`config.mk`:
```
export PLATFORM = sky130hd
export DESIGN_NAME = inplace_isort
export DESIGN_NICKNAME = d
export VERILOG_FILES = /design/src/rtl/isort_pkg.sv /design/src/rtl/isort_ctrl.sv /design/src/rtl/isort_dpath.sv /design/src/rtl/inplace_isort.sv
export SDC_FILE = /design/constraint.sdc
export NUM_CORES = 1
export LEC_CHECK = 0
export ABC_AREA = 1
export BUFFER_PORTS_ARGS = -buffer_cell sky130_fd_sc_hd__buf_2
export CORE_UTILIZATION = 62
export CTS_CLUSTER_DIAMETER = 40
export DETAILED_ROUTE_END_ITERATION = 6
export MAX_ROUTING_LAYER = met4
export PLACE_DENSITY = 0.81
export SETUP_SLACK_MARGIN = 0.2
export SYNTH_ARGS = -nofsm -noshare
export SYNTH_HDL_FRONTEND = slang
export SYNTH_SLANG_ARGS = --single-unit
```
`constraint.sdc`:
```
create_clock -name clk -period 3.5 [get_ports clk]
set_input_delay 0.175 -clock clk [delete_from_list [all_inputs] [get_ports clk]]
set_output_delay 0.175 -clock clk [all_outputs]
set_load 0.02 [all_outputs]
```
`src/rtl/isort_pkg.sv`:
```
package isort_pkg;
  typedef enum logic [3:0] {
    ST_IDLE,
    ST_INIT,   // S1: outer index := 1
    ST_OTEST,  // S2: outer exit test, set up i and read address
    ST_FETCH,  // S3: bump j, capture key
    ST_SETRD,  // S4: read address := i
    ST_READ,   // S5: memory read in flight
    ST_TEST,   // S6: capture data, write address := i+1, compare
    ST_SHIFT,  // S7: write data upward, i := i-1
    ST_PLACE   // S8: write key into the gap
  } isort_state_e;
endpackage

```
`src/rtl/isort_ctrl.sv`:
```
module isort_ctrl
  import isort_pkg::*;
(
  input  logic         clk,
  input  logic         rst_n,
  input  logic         start,
  input  logic         outer_exit,
  input  logic         inner_go,
  output isort_state_e state,
  output logic         done
);

  isort_state_e state_nx;

  always_comb begin
    state_nx = state;
    case (state)
      ST_IDLE:  if (start) state_nx = ST_INIT;
      ST_INIT:  state_nx = ST_OTEST;
      ST_OTEST: state_nx = outer_exit ? ST_IDLE : ST_FETCH;
      ST_FETCH: state_nx = ST_SETRD;
      ST_SETRD: state_nx = ST_READ;
      ST_READ:  state_nx = ST_TEST;
      ST_TEST:  state_nx = inner_go ? ST_SHIFT : ST_PLACE;
      ST_SHIFT: state_nx = ST_SETRD;
      ST_PLACE: state_nx = ST_OTEST;
      default:  state_nx = ST_IDLE;
    endcase
  end

  always_ff @(posedge clk or negedge rst_n) begin
    if (!rst_n) begin
      state <= ST_IDLE;
      done  <= 1'b0;
    end else begin
      state <= state_nx;
      done  <= (state == ST_OTEST) && outer_exit;
    end
  end


  done_pulse_chk: assert property (@(posedge clk) disable iff (!rst_n)
    done |=> !done);

  done_origin_chk: assert property (@(posedge clk) disable iff (!rst_n)
    done |-> $past(state) == ST_OTEST);

  busy_start_chk: assert property (@(posedge clk) disable iff (!rst_n)
    (state != ST_IDLE && start) |=> state != ST_INIT);

endmodule

```
`src/rtl/isort_dpath.sv`:
```
module isort_dpath
  import isort_pkg::*;
#(
  parameter int DW = 16,
  parameter int AW = 5
) (
  input  logic          clk,
  input  logic          rst_n,
  input  isort_state_e  state,
  input  logic          start,
  input  logic [AW:0]   count,
  input  logic [DW-1:0] mem_rdata,
  output logic [AW-1:0] mem_addr,
  output logic [DW-1:0] mem_wdata,
  output logic          mem_we,
  output logic          outer_exit,
  output logic          inner_go
);

  localparam logic signed [AW:0] ONE_S = 1;
  localparam logic        [AW:0] ONE_U = 1;

  logic        [AW:0]   n_q;
  logic        [AW:0]   j_q;
  logic signed [AW:0]   i_q;
  logic        [DW-1:0] temp_q;
  logic        [DW-1:0] data_q;
  logic        [AW-1:0] raddr_q;
  logic        [AW-1:0] waddr_q;

  // slot above the current inner index
  function automatic logic [AW-1:0] place_slot(input logic signed [AW:0] idx);
    logic [AW:0] s;
    s = idx + ONE_S;
    return s[AW-1:0];
  endfunction

  // keep shifting while the key is smaller and the index is not negative
  function automatic logic shift_on(input logic [DW-1:0] key,
                                    input logic [DW-1:0] val,
                                    input logic signed [AW:0] idx);
    return !idx[AW] && (key < val);
  endfunction

  assign outer_exit = (n_q <= j_q);
  assign inner_go   = shift_on(temp_q, mem_rdata, i_q);

  always_comb begin
    mem_addr  = raddr_q;
    mem_wdata = data_q;
    mem_we    = 1'b0;
    case (state)
      ST_OTEST: mem_addr = j_q[AW-1:0];
      ST_SHIFT: begin
        mem_addr = waddr_q;
        mem_we   = 1'b1;
      end
      ST_PLACE: begin
        mem_addr  = waddr_q;
        mem_wdata = temp_q;
        mem_we    = 1'b1;
      end
      default: ;
    endcase
  end

  always_ff @(posedge clk or negedge rst_n) begin
    if (!rst_n) begin
      n_q     <= '0;
      j_q     <= '0;
      i_q     <= '0;
      temp_q  <= '0;
      data_q  <= '0;
      raddr_q <= '0;
      waddr_q <= '0;
    end else begin
      case (state)
        ST_IDLE:  if (start) n_q <= count;
        ST_INIT:  j_q <= ONE_U;
        ST_OTEST: if (!outer_exit) begin
          i_q     <= $signed(j_q - ONE_U);
          raddr_q <= j_q[AW-1:0];
        end
        ST_FETCH: begin
          j_q    <= j_q + ONE_U;
          temp_q <= mem_rdata;
        end
        ST_SETRD: raddr_q <= i_q[AW-1:0];
        ST_TEST: begin
          data_q  <= mem_rdata;
          waddr_q <= place_slot(i_q);
        end
        ST_SHIFT: i_q <= i_q - ONE_S;
        default: ;
      endcase
    end
  end


  wr_range_chk: assert property (@(posedge clk) disable iff (!rst_n)
    mem_we |-> ({1'b0, mem_addr} < n_q));

  i_floor_chk: assert property (@(posedge clk) disable iff (!rst_n)
    i_q >= -1);

  shift_idx_chk: assert property (@(posedge clk) disable iff (!rst_n)
    state == ST_SHIFT |-> !i_q[AW]);

  count_hold_chk: assert property (@(posedge clk) disable iff (!rst_n)
    (state != ST_IDLE && state != ST_INIT) |-> $stable(n_q));

  fetch_range_chk: assert property (@(posedge clk) disable iff (!rst_n)
    state == ST_FETCH |-> j_q < n_q);

endmodule

```
`src/rtl/inplace_isort.sv`:
```
module inplace_isort
  import isort_pkg::*;
#(
  parameter int DW = 16,
  parameter int AW = 5
) (
  input  logic          clk,
  input  logic          rst_n,
  input  logic          start,
  input  logic [AW:0]   count,
  output logic          done,
  output logic [AW-1:0] mem_addr,
  output logic [DW-1:0] mem_wdata,
  output logic          mem_we,
  input  logic [DW-1:0] mem_rdata
);

  isort_state_e state;
  logic         outer_exit;
  logic         inner_go;

  isort_ctrl u_ctrl (
    .clk        (clk),
    .rst_n      (rst_n),
    .start      (start),
    .outer_exit (outer_exit),
    .inner_go   (inner_go),
    .state      (state),
    .done       (done)
  );

  isort_dpath #(.DW(DW), .AW(AW)) u_dpath (
    .clk        (clk),
    .rst_n      (rst_n),
    .state      (state),
    .start      (start),
    .count      (count),
    .mem_rdata  (mem_rdata),
    .mem_addr   (mem_addr),
    .mem_wdata  (mem_wdata),
    .mem_we     (mem_we),
    .outer_exit (outer_exit),
    .inner_go   (inner_go)
  );


  idle_quiet_chk: assert property (@(posedge clk) disable iff (!rst_n)
    (state == ST_IDLE) |-> !mem_we);

endmodule

```
==> Yosys cells after proc, flatten, opt, wreduce, memory -nomap -nowiden <==
Cells that the tools add are included.
{ "totals": {"regBits": 65, "latchBits": 0, "ram_bits": 0, "rom_bits": 0, "input_bits": 25, "out_inout_bits": 23, "wordCells": 50, "memories": 0} }
{ "op_classes": {"add_sub_neg": 4, "n_mul": 0, "div": 0, "magnitude_cmp": 2, "eq_ne": 10, "n_shift": 0, "muxes": 12, "bitwise": 0, "n_reduce_logical": 13} }
{ "op_table": {"columns": ["op", "n"], "rows": [
  ["$pmux 4 s7", 1],
  ["$pmux 6 s2", 2],
  ["$pmux 5 s2", 2],
  ["$eq 4x3->1 const B", 4],
  ["$lt 16x16->1", 1],
  ["$mux 16", 1],
  ["$eq 4x2->1 const B", 2],
  ["$mux 4", 2],
  ["$add 6x1->6 const B", 1],
  ["$le 6x6->1", 1],
  ["$mux 6", 1],
  ["$reduce_and 2->1", 3],
  ["$reduce_bool 2->1", 3],
  ["$reduce_or 2->1", 3],
  ["$sub 6x1->6 const B", 1],
  ["$sub 6x2->6 const B", 1],
  ["$add 5x2->5 const B", 1],
  ["$mux 5", 1],
  ["$eq 4x1->1 const B", 1],
  ["$eq 4x4->1 const B", 1],
  ["$logic_not 4->1", 1],
  ["$ne 2x2->1 const B", 2],
  ["$logic_and 1x1->1", 2],
  ["$mux 2", 1],
  ["2 further kinds", 2]
]} }

==> Longest topological paths before layout <==
{ "depth": {"ltp_word": 4, "depth_mapped": 12, "depth_no_buf": 11} }

==> Modules after synthesis <==
From an unflattened synthesis, not the netlist that was laid out.
{ "unflattened": {"hier_cells": 467, "hier_area_um2": 3829.9} }
{ "modules_own_cells": {"columns": ["mod", "n_inst", "cells_per_inst", "area_per_inst_um2", "seq_area_each_um2"], "rows": [
  ["isort_dpath", 1, 432, 3548.4, 1501.4],
  ["isort_ctrl", 1, 35, 281.5, 125.1]
]} }

==> Worst setup path before layout <==
Ideal clock, no wire load.
{ "synth_timing": {"kind": "reg-to-reg", "start": "reg u_dpath.j_q[3]", "end": "reg u_dpath.raddr_q[2]", "t_arrival_ns": 1.715, "t_required_ns": 3.423, "setup_slack_ns": 1.708, "path_stages_with_launch": 13, "path_cell_list": "dfrtp_1 clkbuf_1 inv_1 ha_1 nand2_1 nor2_1 o21ai_0 nand3_1 nand3_4 nand2_2 buf_6 nor2_1 a21oi_1"} }
{ "synth_between": {"elab_chain_len": 3} }
{ "synth_lines": {"columns": ["item", "line", "text"], "rows": [
  ["start: declaration", "isort_dpath.sv:24", "logic [AW:0] j_q;"],
  ["start signal: assignment", "isort_dpath.sv:85", "j_q <= j_q + ONE_U;"],
  ["$le 6x6->1", "isort_dpath.sv:45", "assign outer_exit = (n_q <= j_q);"],
  ["$ne 2x2->1 (no line)", null, null],
  ["$reduce_and 2->1 (no line)", null, null],
  ["end signal: assignment", "isort_dpath.sv:82", "raddr_q <= j_q[AW-1:0];"],
  ["end signal: assignment", "isort_dpath.sv:88", "ST_SETRD: raddr_q <= i_q[AW-1:0];"],
  ["end: declaration", "isort_dpath.sv:28", "logic [AW-1:0] raddr_q;"]
]} }
Every way passes these cells.
A chain may end at the register's enable or synchronous reset.

==> Final worst setup path <==
{ "layout_timing": {"start": "reg u_ctrl.state[0]", "end": "out mem_wdata[7]"} }
{ "layout_between": {"elab_chain_len": 2} }
{ "layout_lines": {"columns": ["item", "line", "text"], "rows": [
  ["start: declaration", "isort_ctrl.sv:9", "output isort_state_e state,"],
  ["start signal: assignment", "isort_ctrl.sv:36", "state <= state_nx;"],
  ["$eq 4x4->1", "isort_dpath.sv:52", "case (state)"],
  ["$mux 16", "isort_dpath.sv:52", null],
  ["end: declaration", "inplace_isort.sv:13", "output logic [DW-1:0] mem_wdata,"]
]} }
Every way passes these cells.

==> results.cfg <==
[floorplan]
fp.dieW_um = 78.3
core_um2 = 5570
die_area_um2 = 6130
rows = 27
ios = 48
die_h_um = 78.3
start_util_pct = 64.8

[setup_path]
start_kind = register
critical_path_arrival_ns = 2.16
cp-end-kind = output pin
path_class = register to output pin
worstPathRequired_ns = 3.32
worstPathMaxFanout = 19

[routing]
initialDrtViolationCount = 212
routedWlPerCell_um = 14.0
num_vias = 3190
via_per_inst = 5.48
drc = 0
wl_um = 8140
dr.pass1.iters = 4
antenna_left = 0

[placed_design]
place_inst = 565
gp_congestion = 0.882
dp_hpwl_um = 5770
dpl_cell_area_um2 = 3890
port-buffer-count = 47

[timing]
fmax_mhz = 429
skew_ns = 0.00981
slew_headroom_pct = 36.9
timing.hold.ws_ns = 0.0544
finalSetupTns_ns = 0
min_period_ns = 2.33
setup_viol_count_final = 0
final_hold_viol_count = 0
slew_viol_final = 0
post-route-period-util_pct = 66.6
rsz0062_at_grt = no
worst_pin_slew_ns = 0.946

[pwr]
p_clk_share_pct = 20.9
sw_frac_of_total_pct = 42.5
comb_power_share_pct = 44.5
power_leakage_uw = 0.00228
peakVddDrop_mv = 0.568
p_seq_share_pct = 34.6
powerDensity_nw_per_um2 = 959
p_int_uw = 2300
power.switching_uw = 1700
power.total_uw = 4000

[clock_network]
holdBufCountCts = 1
cts_tree = yes
post_cts_buffers = 0
root_buffer = clkbuf_8
htreeDepth = 3
cts_made_buffers = 9
clk_latency_ns = 0.34
cts_buffer_depth = 2
path_clk_slew_ns = 0.08
cts_resized = 0
cts.sinks = 65

[global_route]
track_usage_pct = 30.0
grt_pass1_wl_um = 13800
grt_remaining_overflow = 0
antenna_found_initial = 0
grt_pass1_vias = 3002
grt_max_degree = 36

[cells_and_area]
n_antenna_cell = 0
regArea_um2 = 1630
fin_area_um2 = 4170
fin_cells = 582
fillers = 449
drive_gt1_share_pct = 16.7
nets = 555
multi_input_area_um2 = 1740
area_growth_pct = 15.4

[yosys]
syn_avg_cell_area_um2 = 7.92
ys.flop_type = dfrtp_1
ys_ff_latch = 65
ys_types = 26
ys_async_sr_fraction_pct = 100
synth_edf_count = 0
ys_seq_area_share_pct = 45.0
syn_nets = 506
syn-cell-area_um2 = 3610
syn_inst = 456
ys_warn_count = 0

[hold_path]
min_path_type = primary input to register

[flow_run]
maxCapViolCount = 0

[status]
outcome = complete, no violations
## kinds of logic after synthesis
logic type / after synthesis / share of synthesized area (%)
flip-flops: 65 / 45.0
AO/OA/AOI/OAI: 89 / 13.0
buffers and inverters: 63 / 6.86
adder cells (fa/ha/maj): 25 / 8.66
AND/OR/NAND/NOR: 203 / 23.5
multiplexers: 5 / 1.56
XOR/XNOR: 6 / 1.46
## worst paths after layout
path / start / endpoint / slack [ns] / cells past startpoint
max: u_ctrl.state[0] / mem_wdata[7] / 1.17 / 6
min: count[4] / u_dpath.n_q[4] / 0.05 / 2
max reg2reg: u_dpath.j_q[4] / u_ctrl.state[0] / 1.44 / 10
min reg2reg: u_dpath.waddr_q[0] / u_dpath.waddr_q[0] / 0.49 / 2
max in group asynchronous: rst_n / u_dpath.temp_q[14] / 2.12 / 3
min in group asynchronous: rst_n / u_dpath.raddr_q[2] / 0.45 / 2
## power by group through the flow
stage	combinational (uW)	clock (uW)	sequential, uW
floorplan	1350	0	1310
global placement	1700	0	1370
detailed placement	1760	0	1390
CTS	1780	836	1380
global route	2030	863	1420
finish	1780	834	1380
## registers in the layout (all words and copies together) (netlist names)
| register | flops |
|---|---|
| u_dpath.raddr_q | 5 |
| u_dpath.n_q | 6 |
| u_dpath.j_q | 6 |
| u_dpath.temp_q | 16 |
| u_dpath.i_q | 6 |
| u_ctrl.state | 4 |
| u_dpath.waddr_q | 5 |
| u_ctrl.done | 1 |
| u_dpath.data_q | 16 |
## critical path: stages, from the launching register on
cell and delay (ns):
dfrtp_1 0.44, nor2_2 0.22, nand3_2 0.38, inv_2 0.42, nand2_1 0.10, nand2_1 0.09, buf_2 0.16
## cell type report
class / instances / area share (%)
multi-input cells: 328 / 41.7
repair buffers: 50 / 6.24
inverters: 51 / 4.59
clock buffers: 12 / 3.96
well taps: 72 / 2.16
flip-flops and latches: 65 / 39.0
clock inverters: 4 / 2.34
## synthesized netlist by cell type, types with 2 or more instances
| cell type | count | share of area, % |
|---|---|---|
| nor2_1 | 23 | 2.4 |
| buf_2 | 3 | 0.42 |
| o22ai_1 | 5 | 0.87 |
| nor2_2 | 4 | 0.69 |
| a22oi_1 | 5 | 1.0 |
| inv_2 | 2 | 0.21 |
| mux2_2 | 5 | 1.6 |
| nor3_1 | 3 | 0.42 |
| xnor2_1 | 2 | 0.49 |
| ha_1 | 25 | 8.7 |
| a21oi_1 | 23 | 3.2 |
| clkbuf_1 | 8 | 0.83 |
| inv_1 | 49 | 5.1 |
| nand2_1 | 143 | 15 |
| dfrtp_1 | 65 | 45 |
| xor2_1 | 4 | 0.97 |
| o21ai_0 | 55 | 7.6 |
| nand2_2 | 5 | 0.87 |
| nand3_1 | 20 | 2.8 |
## layer usage
layer | vias to the layer above | wire (um) | global-route usage [%]
li1 | 1572 | - | -
met1 | 1508 | 3600 | 38.2
met2 | 98 | 4050 | 48.4
met3 | 12 | 382 | 4.65
met4 | 0 | 110 | 12.0
met5 | - | 0 | -
## cells in the final DEF, fill, tap and decap left out, types with 2 or more instances in the layout
cell type and instances:
nand2_1 143, dfrtp_1 65, o21ai_0 55, inv_1 49
buf_2 47, ha_1 25, nor2_1 23, a21oi_1 23
nand3_1 20, clkbuf_8 12, nand2_2 5, a22oi_1 5
o22ai_1 5, mux2_2 5, nor2_2 4, xor2_1 4
nor3_1 3, bufinv_16 3, inv_2 2, xnor2_1 2
buf_4 2
## per-stage QoR
stage / setup slack (ns) / util, %
final: 1.17 / 74.8
after global routing: 1.01 / 74.8
after CTS: 1.15 / 74.8
after detailed placement: 1.50 / 69.9
after global placement: 1.55 / 69.9
after floorplan: 1.71 / -
Note: power is estimated with default switching activity, not from simulation.
